$ cat src/rtl/idx_ptr_pkg.sv
package idx_ptr_pkg;
  localparam int ADDR_W = 12;
  localparam int DATA_W = 8;
  localparam int HI_W   = ADDR_W - DATA_W;

  typedef enum logic [2:0] {
    V_PLAIN   = 3'd0,
    V_POSTINC = 3'd1,
    V_POSTDEC = 3'd2,
    V_PREINC  = 3'd3,
    V_PLUSACC = 3'd4
  } view_e;

  // mask rule for "this address is a virtual indirect register"
  function automatic logic is_indirect_reg(input logic [ADDR_W-1:0] a);
    logic [2:0] mid;
    mid = a[5:3];
    return (((a & 12'hFC7) == 12'hFC3) || ((a & 12'hFC4) == 12'hFC4))
           && (mid >= 3'd3) && (mid <= 3'd5);
  endfunction

  function automatic logic [ADDR_W-1:0] step_addr(input logic [ADDR_W-1:0] p,
                                                  input logic signed [1:0] d);
    return p + {{(ADDR_W-2){d[1]}}, d};
  endfunction

  function automatic logic [ADDR_W-1:0] offset_addr(input logic [ADDR_W-1:0] p,
                                                    input logic [DATA_W-1:0] off);
    return p + {{(ADDR_W-DATA_W){off[DATA_W-1]}}, off};
  endfunction
endpackage

$ cat src/rtl/idx_ptr_decode.sv
module idx_ptr_decode
  import idx_ptr_pkg::*;
#(
  parameter int NCH     = 3,
  parameter int TOP_MID = 5,
  localparam int CW     = (NCH > 1) ? $clog2(NCH) : 1
) (
  input  logic [ADDR_W-1:0] addr,
  output logic              view_hit,
  output logic              lo_hit,
  output logic              hi_hit,
  output logic [CW-1:0]     chan,
  output view_e             view
);
  logic [2:0] mid;
  logic [2:0] low;
  logic       page;
  logic       in_ch;

  always_comb begin
    mid      = addr[5:3];
    low      = addr[2:0];
    page     = &addr[ADDR_W-1:6];
    in_ch    = page && (int'(mid) <= TOP_MID) && (int'(mid) > TOP_MID - NCH);
    chan     = CW'(TOP_MID - int'(mid));
    view_hit = in_ch && (low >= 3'd3);
    lo_hit   = in_ch && (low == 3'd1);
    hi_hit   = in_ch && (low == 3'd2);
    view     = view_hit ? view_e'(low - 3'd3) : V_PLAIN;
  end
endmodule

$ cat src/rtl/idx_ptr_chan.sv
module idx_ptr_chan
  import idx_ptr_pkg::*;
(
  input  logic              clk,
  input  logic              rst_n,
  input  view_e             view,
  input  logic [DATA_W-1:0] acc,
  input  logic              go,
  input  logic              insn_end,
  input  logic              lo_we,
  input  logic              hi_we,
  input  logic [DATA_W-1:0] wdata,
  output logic [ADDR_W-1:0] ptr,
  output logic [ADDR_W-1:0] eff
);
  logic [ADDR_W-1:0] ptr_q, base_n;
  logic              busy_q, busy_n;
  logic signed [1:0] dlt_q, dlt_n;
  logic              first_evt, cancel_evt, apply_evt;

  assign ptr        = ptr_q;
  assign first_evt  = go && !busy_q;
  assign cancel_evt = lo_we || hi_we;
  assign apply_evt  = insn_end && !cancel_evt && (dlt_n != 2'sd0);

  always_comb begin
    unique case (view)
      V_PREINC:  eff = busy_q ? ptr_q : step_addr(ptr_q, 2'sd1);
      V_PLUSACC: eff = offset_addr(ptr_q, acc);
      default:   eff = ptr_q;
    endcase
  end

  always_comb begin
    base_n = ptr_q;
    dlt_n  = dlt_q;
    busy_n = busy_q;
    if (first_evt) begin
      unique case (view)
        V_POSTINC: begin dlt_n = 2'sd1;  busy_n = 1'b1; end
        V_POSTDEC: begin dlt_n = -2'sd1; busy_n = 1'b1; end
        V_PREINC:  begin base_n = step_addr(ptr_q, 2'sd1); dlt_n = 2'sd0; busy_n = 1'b1; end
        default:   ;
      endcase
    end
  end

  always_ff @(posedge clk) begin
    if (!rst_n) begin
      ptr_q  <= '0;
      busy_q <= 1'b0;
      dlt_q  <= 2'sd0;
    end else if (cancel_evt) begin
      ptr_q  <= lo_we ? {ptr_q[ADDR_W-1:DATA_W], wdata}
                      : {wdata[HI_W-1:0], ptr_q[DATA_W-1:0]};
      busy_q <= 1'b0;
      dlt_q  <= 2'sd0;
    end else if (insn_end) begin
      ptr_q  <= apply_evt ? step_addr(base_n, dlt_n) : base_n;
      busy_q <= 1'b0;
      dlt_q  <= 2'sd0;
    end else begin
      ptr_q  <= base_n;
      busy_q <= busy_n;
      dlt_q  <= dlt_n;
    end
  end

  // while a step is pending and the instruction is open, the pointer holds
  assert_read_phase_hold_R9: assert property (@(posedge clk) disable iff (!rst_n)
    busy_q && !insn_end && !cancel_evt |=> $stable(ptr_q));

  // the accumulator view never moves the pointer
  assert_plusacc_keep_R8: assert property (@(posedge clk) disable iff (!rst_n)
    go && (view == V_PLUSACC) && !busy_q && !insn_end && !cancel_evt |=> $stable(ptr_q));

  // a pending +1 commits at instruction end, wrapping at 4096
  assert_post_step_R6: assert property (@(posedge clk) disable iff (!rst_n)
    insn_end && busy_q && !cancel_evt && (dlt_q == 2'sd1)
    |=> ptr_q == $past(ptr_q) + 12'd1);

  // a byte write leaves nothing pending
  assert_write_cancels_R12: assert property (@(posedge clk) disable iff (!rst_n)
    cancel_evt |=> !busy_q && (dlt_q == 2'sd0));
endmodule

$ cat src/rtl/idx_ptr_unit.sv
module idx_ptr_unit
  import idx_ptr_pkg::*;
#(
  parameter int NCH     = 3,
  parameter int TOP_MID = 5,
  localparam int CW     = (NCH > 1) ? $clog2(NCH) : 1
) (
  input  logic              clk,
  input  logic              rst_n,
  input  logic [ADDR_W-1:0] reg_addr,
  input  logic [DATA_W-1:0] wr_data,
  input  logic              rd_stb,
  input  logic              wr_stb,
  input  logic              insn_end,
  input  logic [DATA_W-1:0] acc,
  output logic [ADDR_W-1:0] eff_addr,
  output logic              mem_rd,
  output logic              mem_wr,
  output logic [DATA_W-1:0] ptr_rdata,
  output logic              forbid
);
  logic          view_hit, lo_hit, hi_hit;
  logic [CW-1:0] chan;
  view_e         view;
  logic          strobe, tgt_bad, go_ok, direct;
  logic [ADDR_W-1:0] sel_eff, sel_ptr;
  logic [ADDR_W-1:0] eff_arr [NCH];
  logic [ADDR_W-1:0] ptr_arr [NCH];

  idx_ptr_decode #(.NCH(NCH), .TOP_MID(TOP_MID)) u_dec (
    .addr(reg_addr), .view_hit(view_hit), .lo_hit(lo_hit), .hi_hit(hi_hit),
    .chan(chan), .view(view)
  );

  for (genvar c = 0; c < NCH; c++) begin : g_ch
    logic sel_c;
    assign sel_c = (chan == CW'(c));
    idx_ptr_chan u_chan (
      .clk(clk), .rst_n(rst_n), .view(view), .acc(acc),
      .go(go_ok && sel_c), .insn_end(insn_end),
      .lo_we(wr_stb && lo_hit && sel_c), .hi_we(wr_stb && hi_hit && sel_c),
      .wdata(wr_data), .ptr(ptr_arr[c]), .eff(eff_arr[c])
    );
  end

  always_comb begin
    sel_eff = '0;
    sel_ptr = '0;
    for (int c = 0; c < NCH; c++) begin
      if (chan == CW'(c)) begin
        sel_eff = eff_arr[c];
        sel_ptr = ptr_arr[c];
      end
    end
  end

  assign strobe   = rd_stb || wr_stb;
  assign tgt_bad  = is_indirect_reg(sel_eff);
  assign forbid   = view_hit && strobe && tgt_bad;
  assign go_ok    = view_hit && strobe && !tgt_bad;
  assign direct   = !view_hit && !lo_hit && !hi_hit;
  assign eff_addr = view_hit ? sel_eff : reg_addr;
  assign mem_rd   = rd_stb && ((view_hit && !tgt_bad) || direct);
  assign mem_wr   = wr_stb && ((view_hit && !tgt_bad) || direct);

  always_comb begin
    if (rd_stb && lo_hit)      ptr_rdata = sel_ptr[DATA_W-1:0];
    else if (rd_stb && hi_hit) ptr_rdata = {{(DATA_W-HI_W){1'b0}}, sel_ptr[ADDR_W-1:DATA_W]};
    else                       ptr_rdata = '0;
  end

  // the positional decode and the mask rule agree on every address
  assert_decode_agrees_R11: assert property (@(posedge clk) disable iff (!rst_n)
    view_hit == is_indirect_reg(reg_addr));

  // a refused access reaches neither memory nor the read data
  assert_forbid_quiet_R11: assert property (@(posedge clk) disable iff (!rst_n)
    forbid |-> !mem_rd && !mem_wr && (ptr_rdata == '0));

  // the flag only ever accompanies a strobe
  assert_forbid_strobed_R11: assert property (@(posedge clk) disable iff (!rst_n)
    forbid |-> strobe);

  // pointer byte accesses stay off the memory port
  assert_byte_no_mem_R3: assert property (@(posedge clk) disable iff (!rst_n)
    (lo_hit || hi_hit) |-> !mem_rd && !mem_wr);
endmodule

$ cat config.mk
export PLATFORM = sky130hd
export DESIGN_NAME = idx_ptr_unit
export DESIGN_NICKNAME = d
export VERILOG_FILES = /design/src/rtl/idx_ptr_pkg.sv /design/src/rtl/idx_ptr_decode.sv /design/src/rtl/idx_ptr_chan.sv /design/src/rtl/idx_ptr_unit.sv
export SDC_FILE = /design/constraint.sdc
export NUM_CORES = 1
export LEC_CHECK = 0
export ABC_CLOCK_PERIOD_IN_PS = 13150
export BUFFER_PORTS_ARGS = -buffer_cell sky130_fd_sc_hd__clkbuf_2
export CAP_MARGIN = 10
export CORE_AREA = 2 2 155 97
export CTS_CLUSTER_SIZE = 8
export DETAILED_ROUTE_END_ITERATION = 6
export DIE_AREA = 0 0 157 99
export PLACE_DENSITY_LB_ADDON = 0.25
export SLEW_MARGIN = 20
export SYNTH_ARGS = -nofsm -noshare
export SYNTH_HDL_FRONTEND = slang
export SYNTH_HIERARCHICAL = 1
export SYNTH_SLANG_ARGS = --single-unit
$ cat constraint.sdc
create_clock -name clk -period 13.15 [get_ports clk]
set_input_delay 0 -clock clk [delete_from_list [all_inputs] [get_ports clk]]
set_output_delay 0 -clock clk [all_outputs]
set_load 0.02 [all_outputs]
# ---- After elaboration in Yosys (flattened, before gate mapping)
# Index checks and enable logic that the tools add are counted.
dict set report word_totals {
  output_inout_bits 23
  wordCells 150
  in_bits 33
  register_bits 45
}
dict set report classes {
  n_eq_ne 16
  magnitude_cmp 5
  bitwise 1
  mux 40
  n_addsub 11
  n_reduce_logical 65
}
# operator count
set op_table {}
lappend op_table {{$mux 12} 28}
lappend op_table {{$add 12x12->12} 6}
lappend op_table {{$pmux 12 s2} 3}
lappend op_table {{$logic_and 1x1->1} 37}
lappend op_table {{$add 12x1->12 const B} 3}
lappend op_table {{$pmux 2 s3} 3}
lappend op_table {{$reduce_or 3->1} 4}
lappend op_table {{$logic_not 1->1} 10}
lappend op_table {{$eq 3x2->1 const B} 3}
lappend op_table {{$eq 9x9->1 const B} 1}
lappend op_table {{$mux 8} 1}
lappend op_table {{$eq 7x7->1 const B} 1}
lappend op_table {{$eq 3x1->1 const B} 2}
lappend op_table {{$ge 3x2->1 const B} 2}
lappend op_table {{$le 3x3->1 const B} 2}
lappend op_table {{$logic_or 1x1->1} 6}
lappend op_table {{$mux 2} 3}
lappend op_table {{$ne 2x1->1 const B} 3}
lappend op_table {{$ne 2x2->1 const B} 3}
lappend op_table {{$reduce_and 2->1} 3}
lappend op_table {{$reduce_and 6->1} 1}
lappend op_table {{$reduce_bool 2->1} 3}
lappend op_table {{$mux 4} 1}
lappend op_table {{$eq 3x3->1 const B} 1}
lappend op_table {{other kinds (8)} 8}

# ---- Depth between registers and ports, before layout
dict set report depth {
  depth_word 24
  depth_mapped 33
  mapped_depth_nobuf 32
}

# ---- Cells and area by module
# The synthesis kept the hierarchy.
# mod cells_each area_per_inst_um2 instances seq_area_each_um2
set modules_own_cells {}
lappend modules_own_cells {{idx_ptr_chan (g_ch[0].u_chan ...)} 338 2386.0 2 300.3}
lappend modules_own_cells {{idx_ptr_chan (g_ch[2].u_chan)} 346 2403.6 1 300.3}
lappend modules_own_cells {idx_ptr_unit 129 934.6 1 0.0}
lappend modules_own_cells {idx_ptr_decode 22 186.4 1 0.0}

# ---- Least setup slack after synthesis
# Ideal clock, no wire load.
dict set report synth_timing {
  path_kind {input to register}
  from {in reg_addr[5]}
  to {reg g_ch[0].u_chan.ptr_q[10]}
  path_buffers 3
  arrival_ps 6554
  required_time_ps 13087
  slack_ps 6533
  setup_ps 63
  path_stages 28
  cell_sequence {nand3b_1 a211o_4 nor3b_2 or2_2 clkbuf_1 clkbuf_1 nor2_1 a222oi_1 inv_1 mux2i_1 o2bb2ai_1 a221oi_1 a2111oi_4 nor4_1 or3b_4 nor2_1 clkbuf_1 nor2_1 ha_1 ha_1 a2111oi_0 nor4b_1 a31o_1 a41o_1 o41ai_4 mux2i_1 or4_1 nand3b_1}
}
# element line
set synth_rtl {}
lappend synth_rtl {{start: declaration} idx_ptr_unit.sv:10} ;# input logic [ADDR_W-1:0] reg_addr,
lappend synth_rtl {{end signal: assignment} idx_ptr_chan.sv:54} ;# ptr_q <= lo_we ? {ptr_q[ADDR_W-1:DATA_W], wdata}
lappend synth_rtl {{end signal: assignment} idx_ptr_chan.sv:59} ;# ptr_q <= apply_evt ? step_addr(base_n, dlt_n) : base_n;
lappend synth_rtl {{end signal: assignment} idx_ptr_chan.sv:63} ;# ptr_q <= base_n;
lappend synth_rtl {{end: declaration} idx_ptr_chan.sv:16} ;# logic [ADDR_W-1:0] ptr_q, base_n;

==> impl_results.md <==
* Worst skew pair latency at approximately 290 ps
* Most frequent cell after synthesis: nand2_1
* Clock tree buffer depth at 2
* Tot GR Track Use at roughly 37%
* DR iter-0 viols at about 1400
* Count of unresolved DRC violations after routing at 7
* Net switching power figure at 92.8 uW
* Wire length of the first global-routing pass at between 40 and 50 mm
* Maximum single-stage delay on the critical path at slightly below 700 ps
* Largest voltage drop on the vdd net at approximately 51 uV
* Chip Height at 99 um
* Total count of hold-check failures in the final report at 0
* Power density over the cells at between 30 and 40 nW/um2
* Seq cells post-synth at 45
* P_int at around 240 uW
* Total via count in the routed design at between 9000 and 10000
* Sequential cell fraction of total power at 40.4%
* Critical Setup Path Class: input port to flip-flop
* Combinational group share of total power at between 10% and 20%
* HPWL after detailed placement at ~23 mm
* I/O pin cnt at 56
* Reported leakage power at 3.68 nW
* CTS tree: done
* Peak clock frequency supported by timing at approximately 120 MHz
* Hold-fix buffer count after cts at 0
* Data arrival at the endpoint of the critical path at 8710 ps
* Count of filler cells inserted in the layout at between 1000 and 1500
* Hold crit path type: input port to flip-flop
* Antenna Violating Nets Remaining at 0
* Number of synthesized flops with an enable pin at 0
* Layout Skew at around 4.9 ps
* Critical Path End Type: flip-flop
* Worst hold stages at 3
* Most frequent cells after synthesis: 124 x nand2_1, 109 x nor2_1, 89 x a21oi_1, 79 x o21ai_0, 63 x xnor2_1
* Total congestion overflow at 0
* Max Slew Vio Count at 0
* Number of gates resized after cts at 0
* Post-synth design cell area at a little over 8000 um2
* Worst Path Required at 13380 ps
* Post-layout minimum cycle time at 8480 ps
* Main synth FF type: dfxtp_1
* Area added between synthesis and finish at 5.94%
* Crit path launch type: input port
* Avg Synthesized Cell Area at between 7 and 8 um2
* Detailed-router iteration count before antenna repair at 7
* Post-synth ARST share at 0%
* Clock sink count at 45
* Cell chosen for the clock root: clkbuf_16
* Core region area at 14100 um2
* Number of antenna violations at the first check in global routing at 0
* Total CTS buffers at 5
* Share of synthesized area occupied by flip-flops and latches at between 10% and 20%
* Largest area contributor in the synthesized netlist: dfxtp_1
* CTS clock-pin slew for the worst setup and hold paths at approximately 70 ps
* Depth of the worst register-to-register path at 29
* Total Wirelength at between 20 and 30 mm
* Failing checks: DRC
* Pin count of the biggest net entering global routing at 43
* Dominant cells by area after synthesis: dfxtp_1 11%, ha_1 9.2%, xnor2_1 6.7%
* Starting utilization of the core area at between 50% and 60%
* Die width at 157 um
* Final layout net count at ~1300
* Post-Synthesis Net Count at about 1300
* Via count of the first global-routing pass at just over 8000
* Proportion of power drawn by the clock network at approximately 44%
* RSZ-0062 raised after global routing: no
* Row count at 34
* Die area at between 15000 and 20000 um2
* Global placer's final weighted congestion at roughly 1.1
* Ratio of final minimum period to clock period at about 64%
* Library cell contributing the largest single delay on the critical path: clkbuf_2
* Detailed-route vias per instance at between 6 and 7
* Post-CTS setup buffers at 0
* Buffers and inverters on the worst path at 1
* H-tree lvl count at 2
* Max-slew headroom at about 37%
* Fraction of post-synthesis cell area in the top cell type by area at between 10% and 20%
* Max FO, Critical Path at 33
* Stages on worst setup path at 27
* Warnings from Yosys at 6
* Final number of setup-violating endpoints at 0
* Fraction of final layout cells sized beyond drive strength 1 at a little under an eighth
* Maximum Capacitance Violations at 0
* Switching share of total power at 27.5%
* Least-Margin Pin Slew at 931 ps
* Distinct cell type count after synthesis at 90
* Routed wirelength normalized by instance count at 21.2 um
* I/O Buffers at 55
* Outcome: complete, but fails checks
* DP Area at about 8600 um2
* Gate count after technology mapping at about 1200
* Cell class contributing the biggest share of worst-path delay: simple AND/OR/NAND/NOR gates
* Setup TNS after final layout at 0 ps
* Final cell area excluding filler cells at about 9000 um2
==> area by class of cell <==
class                           instances  area [um2]  area share, %
Clock buffer                            6         129           1.47
Clock inverter                          2        38.8          0.441
Inverter                               34         128           1.45
Sequential cell                        45         901           10.2
Multi-Input combinational cell       1023        6930           78.9
Tap cell                              198         248           2.82
Antenna cell                            1        2.50         0.0285
Timing Repair Buffer                   73         410           4.67
==> registers in the layout (all words and copies together) (netlist names) <==
| name | flops |
|---|---|
| g_ch.u_chan/ptr | 36 |
| g_ch.u_chan/dlt_q | 6 |
| g_ch.u_chan/busy_q | 3 |
==> cell usage in the layout (no fill, tap or decap), drive strengths merged, types with 14 or more instances in the layout <==
cell,count
nand2,124
ha,61
nand4,14
buf,18
nand3,30
xnor2,63
o21ai,86
clkbuf,61
a22oi,19
a21oi,91
xor2,30
nor3,53
dfxtp,45
mux2i,31
nor2,109
or2,19
inv,31
o221ai,18
==> cells by family (layout without fill, tap and decap cells) <==
group	count (synthesis)	count (layout)	synth area share (%)
compound gates	370	370	31.2
xor+xnor	93	93	9.82
simple gates	454	454	27.3
flops	45	45	10.9
other cells	0	1	0
mux	42	42	5.38
buf+inv	105	115	5.58
fa+ha+maj	64	64	9.92
==> worst paths after layout <==
path | start | end | slack, ps
worst max register to register | g_ch[2].u_chan/ptr[1]$_SDFFE_PN0P_ | g_ch[0].u_chan/ptr[10]$_SDFFE_PN0P_ | 4700
worst min register to register | g_ch[1].u_chan/dlt_q[0]$_SDFF_PP0_ | g_ch[1].u_chan/dlt_q[0]$_SDFF_PP0_ | 580
worst max-delay path | reg_addr[4] | g_ch[0].u_chan/ptr[10]$_SDFFE_PN0P_ | 4670
worst min-delay path | wr_data[5] | g_ch[2].u_chan/ptr[5]$_SDFFE_PN0P_ | 40
==> worst reg2reg max path: cells and delay by family, from the launching register on <==
kind                       cells  cell delay (ps)
adders and majority gates      2              630
and+or+nand+nor                7             2340
AOI/OAI and AO/OA             15             3580
DFF                            1              700
xor gates and xnor gates       2              340
muxes                          3              790
==> through the flow <==
step	hold WS (ps)	power [mW]	util (%)	worst slack (ps)	cells
finish	43.4	0.337	62.4	4670	1382
global placement	322	0.190	61.2	4940	1373
CTS	38.6	0.336	62.4	4940	1381
floorplan	75.8	0.170	-	6530	1173
detailed placement	335	0.190	61.2	4670	1373
global route	56.5	0.346	62.4	4220	1381
==> power groups by stage <==
stage                     registers (mW)  logic [mW]  clock network (mW)
after floorplan                    0.139      0.0304                   0
after global placement             0.140      0.0500                   0
after detailed placement           0.140      0.0503                   0
after CTS                          0.136      0.0507               0.149
after global routing               0.136      0.0555               0.154
final                              0.136      0.0520               0.149
==> per-layer routing <==
metal	vias to the layer above	wire length, um	GRT usage, %	share of wire [%]
met2	641	11100	50.3	38
met1	4368	13100	56.4	45
li1	4372	-	-	-
met5	-	0	0	0
met3	59	4540	12.0	15
met4	0	591	9.17	2.0
Power figures use the tool's default switching activity.
